[src/rtl/auxpwr_pkg.sv]
package auxpwr_pkg;

    typedef enum logic [1:0] {
        PWR_OFF   = 2'b00,
        PWR_INACT = 2'b01,
        PWR_ACT   = 2'b10,
        PWR_ON    = 2'b11
    } pwr_e;

    typedef struct packed {
        logic early;   // L2-history sample point
        logic late;    // enable-load sample point
    } samp_t;

    function automatic pwr_e pwr_next(pwr_e cur, logic main_ok, logic aux_ok, logic l2);
        pwr_e n;
        if (main_ok)
            n = PWR_ON;
        else if (!aux_ok)
            n = PWR_OFF;
        else if (cur == PWR_ACT)
            n = PWR_ACT;
        else if (cur == PWR_ON && l2)
            n = PWR_ACT;
        else
            n = PWR_INACT;
        return n;
    endfunction

endpackage

[src/rtl/auxpwr_sync.sv]
module auxpwr_sync #(
    parameter int   STAGES  = 2,
    parameter logic RST_VAL = 1'b0
) (
    input  logic clk,
    input  logic rst,
    input  logic d,
    output logic q
);
    logic [STAGES-1:0] sh;

    always_ff @(posedge clk) begin
        if (rst)
            sh <= {STAGES{RST_VAL}};
        else
            sh <= {sh[STAGES-2:0], d};
    end

    assign q = sh[STAGES-1];
endmodule

[src/rtl/auxpwr_rel_timer.sv]
module auxpwr_rel_timer
    import auxpwr_pkg::*;
#(
    parameter int CLR_SAMPLE = 8,
    parameter int EN_SAMPLE  = 256
) (
    input  logic  clk,
    input  logic  rst,
    input  logic  fund_rst_n,
    output samp_t stb
);
    localparam int CNT_W = $clog2(EN_SAMPLE + 1);
    localparam logic [CNT_W-1:0] CNT_SAT   = CNT_W'(EN_SAMPLE);
    localparam logic [CNT_W-1:0] CNT_EARLY = CNT_W'(CLR_SAMPLE - 1);
    localparam logic [CNT_W-1:0] CNT_LATE  = CNT_W'(EN_SAMPLE - 1);

    logic [CNT_W-1:0] cnt;

    // Saturated after block reset: nothing is sampled until a first low.
    always_ff @(posedge clk) begin
        if (rst)
            cnt <= CNT_SAT;
        else if (!fund_rst_n)
            cnt <= '0;
        else if (cnt != CNT_SAT)
            cnt <= cnt + 1'b1;
    end

    always_comb begin
        stb.early = fund_rst_n && (cnt == CNT_EARLY);
        stb.late  = fund_rst_n && (cnt == CNT_LATE);
    end
endmodule

[src/rtl/auxpwr_pwr_fsm.sv]
module auxpwr_pwr_fsm
    import auxpwr_pkg::*;
(
    input  logic clk,
    input  logic rst,
    input  logic main_pg,
    input  logic aux_pg,
    input  logic l2_ok,
    output pwr_e state,
    output logic save_stb,
    output logic wake
);
    pwr_e nxt;

    always_comb nxt = pwr_next(state, main_pg, aux_pg, l2_ok);

    always_ff @(posedge clk) begin
        if (rst) begin
            state    <= PWR_OFF;
            save_stb <= 1'b0;
            wake     <= 1'b0;
        end else begin
            state    <= nxt;
            save_stb <= (nxt == PWR_ACT) && (state != PWR_ACT);
            wake     <= (nxt == PWR_ACT);
        end
    end
endmodule

[src/rtl/auxpwr_rst_seq.sv]
module auxpwr_rst_seq
    import auxpwr_pkg::*;
#(
    parameter int SYNC_STAGES = 2,
    parameter int CLR_SAMPLE  = 8,
    parameter int EN_SAMPLE   = 256
) (
    input  logic       clk,
    input  logic       rst,
    input  logic       fund_rst_n,
    input  logic       aux_dis_n,
    input  logic       main_pg,
    input  logic       aux_pg,
    input  logic       pme_en,
    output logic       sticky_clr,
    output logic       sticky_save,
    output logic       wake_en,
    output logic       aux_en,
    output logic       aux_det,
    output logic       l2_ok,
    output logic [1:0] pwr_state
);
    logic  aux_s;
    samp_t stb;
    pwr_e  st;

    auxpwr_sync #(.STAGES(SYNC_STAGES), .RST_VAL(1'b0)) u_sync (
        .clk (clk),
        .rst (rst),
        .d   (aux_dis_n),
        .q   (aux_s)
    );

    auxpwr_rel_timer #(.CLR_SAMPLE(CLR_SAMPLE), .EN_SAMPLE(EN_SAMPLE)) u_timer (
        .clk        (clk),
        .rst        (rst),
        .fund_rst_n (fund_rst_n),
        .stb        (stb)
    );

    // Early sample: input low means no L2 history, so wipe surviving state.
    always_ff @(posedge clk) begin
        if (rst) begin
            sticky_clr <= 1'b0;
            aux_en     <= 1'b0;
        end else begin
            sticky_clr <= stb.early && !aux_s;
            if (stb.late)
                aux_en <= aux_s;
        end
    end

    assign aux_det = aux_en;
    assign l2_ok   = aux_det & pme_en;

    auxpwr_pwr_fsm u_fsm (
        .clk      (clk),
        .rst      (rst),
        .main_pg  (main_pg),
        .aux_pg   (aux_pg),
        .l2_ok    (l2_ok),
        .state    (st),
        .save_stb (sticky_save),
        .wake     (wake_en)
    );

    assign pwr_state = st;
endmodule

[config.mk]
export PLATFORM = sky130hd
export DESIGN_NAME = auxpwr_rst_seq
export DESIGN_NICKNAME = d
export VERILOG_FILES = /design/src/rtl/auxpwr_pkg.sv /design/src/rtl/auxpwr_sync.sv /design/src/rtl/auxpwr_rel_timer.sv /design/src/rtl/auxpwr_pwr_fsm.sv /design/src/rtl/auxpwr_rst_seq.sv
export SDC_FILE = /design/constraint.sdc
export NUM_CORES = 1
export LEC_CHECK = 0
export BUFFER_PORTS_ARGS = -buffer_cell sky130_fd_sc_hd__buf_2
export CAP_MARGIN = 10
export CORE_ASPECT_RATIO = 0.9
export CORE_MARGIN = 2
export CORE_UTILIZATION = 50
export CTS_CLUSTER_SIZE = 25
export DETAILED_ROUTE_END_ITERATION = 12
export PLACE_DENSITY = 0.78
export SLEW_MARGIN = 15
export SYNTH_ARGS = -nofsm -noshare
export SYNTH_HDL_FRONTEND = slang
export SYNTH_SLANG_ARGS = --single-unit
export TNS_END_PERCENT = 1
[constraint.sdc]
create_clock -name clk -period 1.8 [get_ports clk]
set_input_delay 0.36 -clock clk [delete_from_list [all_inputs] [get_ports clk]]
set_output_delay 0.36 -clock clk [all_outputs]
set_load 0.05 [all_outputs]
Word-level counts from Yosys, hierarchy flattened
Index checks and enable logic that the tools add are counted.

operators by class
  $add $sub $neg = 1
  equality and inequality tests = 8
  mux-type cells = 6
  bitwise gates (word level) = 2
  reduce and logical (&&, ||, !) cells = 7

operator list
  kind                 count
  $mux 9               2
  $add 9x1->9 const B  1
  $eq 9x3->1 const B   1
  $eq 9x8->1 const B   1
  $ne 9x9->1 const B   1
  $mux 2               4
  $eq 2x2->1 const B   3
  $logic_and 1x1->1    5
  $ne 2x1->1 const B   1
  $ne 2x2->1 const B   1
  $reduce_or 2->1      1
  $and 1x1->1          1
  $logic_not 1->1      1
  $not 1->1            1

word-level totals
  bits in registers = 17
  bits of input ports = 7
  output and inout port bits = 8
  logic and storage cells = 32

Depth between registers and ports, before layout
  depth after elaboration = 8
  mapped depth = 7
  gate-level depth less buffers = 7

By module
Synthesis repeated with hierarchy kept, for this count alone.

second synthesis, totals
  cell total of the unflattened synthesis = 84
  area, all modules = 795.8 um^2

by module, submodules not included
  module            times used  cells each  area an instance (um^2)  seq. area each (um^2)
  auxpwr_rel_timer  1           59          525.5                    180.2
  auxpwr_pwr_fsm    1           14          142.6                    80.1
  auxpwr_rst_seq    1           7           75.1                     40.0
  auxpwr_sync       1           4           52.6                     40.0

Least setup slack after synthesis
No wires, ideal clock.

  path type = register -> output
  from = register aux_en, in the netlist aux_det
  to = output l2_ok
  data arrival time = 1181 ps
  required time = 1440 ps
  setup slack = 259 ps
  cell stages (with the launch flop) = 2
  path buffers = 0
  cell sequence = dfxtp_1 and2_1

between the ends
  word-level cells in the longest chain between the ends = 1

ends and longest elaborated chain
  what                    line                  source
  start, declared         auxpwr_rst_seq.sv:18  output logic aux_en,
  start signal, assigned  auxpwr_rst_seq.sv:49  aux_en <= aux_s;
  $and 1x1->1             auxpwr_rst_seq.sv:54  assign l2_ok = aux_det & pme_en;
  end, declared           auxpwr_rst_seq.sv:20  output logic l2_ok,

Every way passes these cells.

Final worst setup path
Ends and elaborated chain as after synthesis.

==> summary.md <==
| Metric | Value |
|---|---|
| Status | completed |
| DRT iter0 DRCs | 9 |
| Post-synthesis mux area share | 0.0271 |
| Clock sink total | 17 |
| # port buffers | 14 |
| Fin crit share | 0.829 |
| Tmin final | 1.49 ns |
| Placed cell count | 110 |
| Final ANT Viol Nets | 0 |
| Postcts setup bufs | 0 |
| Via count | just over 600 |
| Area grow syn2layout | 14.1% |
| Cell Chain, Critical Path | and2_1 -> buf_2 |
| Crit path depth | 2 |
| Hold Buf Count CTS | 0 |
| Setup skew after layout | about 0.011 ns |
| Initial antenna violation count | 0 |
| Post-Synth XOR/XNOR Area | 0.0237 |
| Largest family of logic cells by synthesized area | simple AND/OR/NAND/NOR gates |
| Die width | ~45 um |
| WP data required | around 1.4 ns |
| Vias in the first global route | between 400 and 500 |
| Tightest Pin Transition | approximately 0.40 ns |
| Arr. time, crit path | around 1.1 ns |
| Antenna cells | 0 |
| GRT Util Overall | 0.158 |
| Initial core utilization | 0.522 |
| # nets final | 110 |
| Power density over the cells | around 780 nW/um2 |
| WS Path Type | flop to output port |
| CTS resizes | 0 |
| Critical path's top delay family | flip-flops |
| Compound-Gate Fraction of Synth Area | 0.105 |
| Wire per inst | roughly 11 um |
| Multi-input gate area | ~360 um2 |
| TritonCTS Buffers | 3 |
| Hold Crit Class | primary input to flop |
| Yosys reg bits | 17 |
| Max FO, Critical Path | 5 |
| Max-slew violations | 0 |
| Clock-pin slew on the worst setup and hold paths | 0.10 ns |
| Syn avg cell area | approximately 8.9 um2 |
| Wire length of the first global-routing pass | ~1900 um |
| Setup crit end kind | output port |
| CP startpoint kind | flop |
| Max Clock Freq | approximately 670 MHz |
| CORE AREA | between 1000 and 1500 um2 |
| Fillers | between 100 and 150 |
| Reg2reg path depth | 5 |
| Final hold violation count | 0 |
| TritonCTS clock tree | yes |
| Grt ovf | 0 |
| Root Buffer | clkbuf_4 |
| Sequential cell area | between 300 and 400 um2 |
| Yosys warning count | 0 |
| Synthesized net count | 93 |
| DRC Markers | 0 |
| Maximum capacitance violations | 0 |
| Mapped Area | between 700 and 800 um2 |
| Hold Path Depth | 2 |
| Post-Synth Simple-Gate Area | 0.285 |
| Final hold slack | 0.262 ns |
| RSZ-0062 raised after global routing | false |
| Leakage power | ~0.00035 uW |
| I/O pin cnt | 15 |
| Synth cell types | 29 |
| Setup total negative slack | 0 ns |
| Synth Instances | between 80 and 90 |
| Layout Cells excl Fill | 114 |
| Post-Synth Adder-Cell Area | 0.0508 |
| # setup viols final | 0 |
| Final wirelength | 1280 um |
| RePlAce Congestion | around 0.77 |
| FP Rows | 13 |
| Clock tree buffer depth | 2 |
| H-tree levels | 1 |
| Vias/cell | 5.31 |
| Worst VDD drop | a little under 0.4 mV |
| Crit path largest cell delay | roughly 0.40 ns |
| Slew margin rel. | 0.728 |
| Dpl hpwl | 1000 um |
| Largest net degree at the start of global routing | 12 |
| Die Height | slightly above 40 um |
| Sequential share of the synthesized area | 0.461 |
| Clk Latency, worst-skew pair | ~0.30 ns |
| Die area | about 1800 um2 |
| Max stage delay cell, worst path | dfxtp_1 |
| First-pass DRT Iterations | 4 |
| Proportion of layout cells with a drive suffix above 1 | 0.222 |
| Buffers & Inverters on Critical Path | 1 |
logic make-up (layout without fill, tap and decap cells):
family	count (synthesis)	in the layout
AOI/OAI and AO/OA	12	12
xor gates and xnor gates	2	2
adders and majority gates	3	3
buffers and inverters	8	24
DFF	17	17
muxes	2	2
and+or+nand+nor	39	39
registers in the layout (all words and copies together), names as in the netlist:
signal / flops
sticky_clr: 1
u_fsm.wake: 1
u_fsm.state: 2
aux_det: 1
u_fsm.save_stb: 1
u_timer.cnt: 9
u_sync.sh: 2
layer usage:
| metal | global-route usage | vias to the layer above | wire length, um |
|---|---|---|---|
| met5 | 0 | - | 0 |
| met4 | 0.152 | 0 | 44 |
| met3 | 0.0270 | 5 | 31 |
| met2 | 0.228 | 10 | 550 |
| met1 | 0.198 | 270 | 650 |
| li1 | - | 320 | - |
power breakdown:
group / switching, uW / internal, uW
Combinational: 37.8 / 22.3
Clock: 121 / 82.9
Sequential: 6.51 / 385
Total: 166 / 490
synth_stat cells:
library cell / instances / area, um2
dfxtp_1: 17 / 340
nor4_2: 1 / 12.5
nor2_1: 4 / 15.0
ha_1: 3 / 37.5
nor2b_1: 3 / 18.8
nand2b_1: 1 / 6.26
nand3_1: 4 / 20.0
nand2_1: 14 / 52.6
a211o_2: 1 / 10.0
mux2i_1: 2 / 20.0
nor4_1: 2 / 12.5
buf_4: 1 / 7.51
a311oi_1: 1 / 8.76
inv_1: 6 / 22.5
and2_1: 1 / 6.26
o211ai_1: 1 / 7.51
a31oi_1: 1 / 6.26
nand4_1: 2 / 12.5
nand3_2: 1 / 10.0
nor4bb_1: 1 / 10.0
xor2_1: 2 / 17.5
or3_1: 2 / 12.5
o21ai_0: 2 / 10.0
buf_2: 1 / 5.00
nor3_1: 1 / 5.00
a21bo_2: 1 / 10.0
nor4b_1: 1 / 8.76
or4_1: 1 / 7.51
a21oi_1: 5 / 25.0
per-stage QoR:
step	area, um2	utilization	setup slack (ns)	power [uW]
5_1_grt	842	0.595	0.217	679
3_3_place_gp	815	0.576	0.391	459
4_1_cts	842	0.595	0.310	661
2_1_floorplan	738	-	0.259	443
6_report	842	0.595	0.308	656
3_5_place_dp	815	0.576	0.387	461
path summary, 6_finish.rpt:
check                       from             end  slack, ns
setup / recovery         aux_det           l2_ok       0.31
hold / removal           main_pg  u_fsm.save_stb       0.26
setup reg to reg  u_timer.cnt[1]  u_timer.cnt[8]       0.35
hold reg to reg     u_sync.sh[1]      sticky_clr       0.44
layout by cell type (no fill, tap or decap), types with 3 or more instances in the layout:
| master | count |
|---|---|
| dfxtp_1 | 17 |
| nand2_1 | 14 |
| buf_2 | 14 |
| inv_1 | 6 |
| a21oi_1 | 5 |
| nand3_1 | 4 |
| nor2_1 | 4 |
| nor2b_1 | 3 |
| ha_1 | 3 |
| clkbuf_4 | 3 |
final cells by class:
type | instances | area share
multi-input combinational | 58 | 0.431
tap | 15 | 0.0223
inverter | 6 | 0.0267
sequential | 17 | 0.404
clock buffer | 3 | 0.0267
clock inverter | 1 | 0.00594
timing repair buffer | 14 | 0.0832
worst register-to-register path, delay by kind of cell (launching register included):
family,cells,cell delay [ns]
adders and majority gates,2,0.50
and+or+nand+nor,2,0.32
AOI/OAI and AO/OA,1,0.15
DFF,1,0.40
Power figures use the tool's default switching activity.
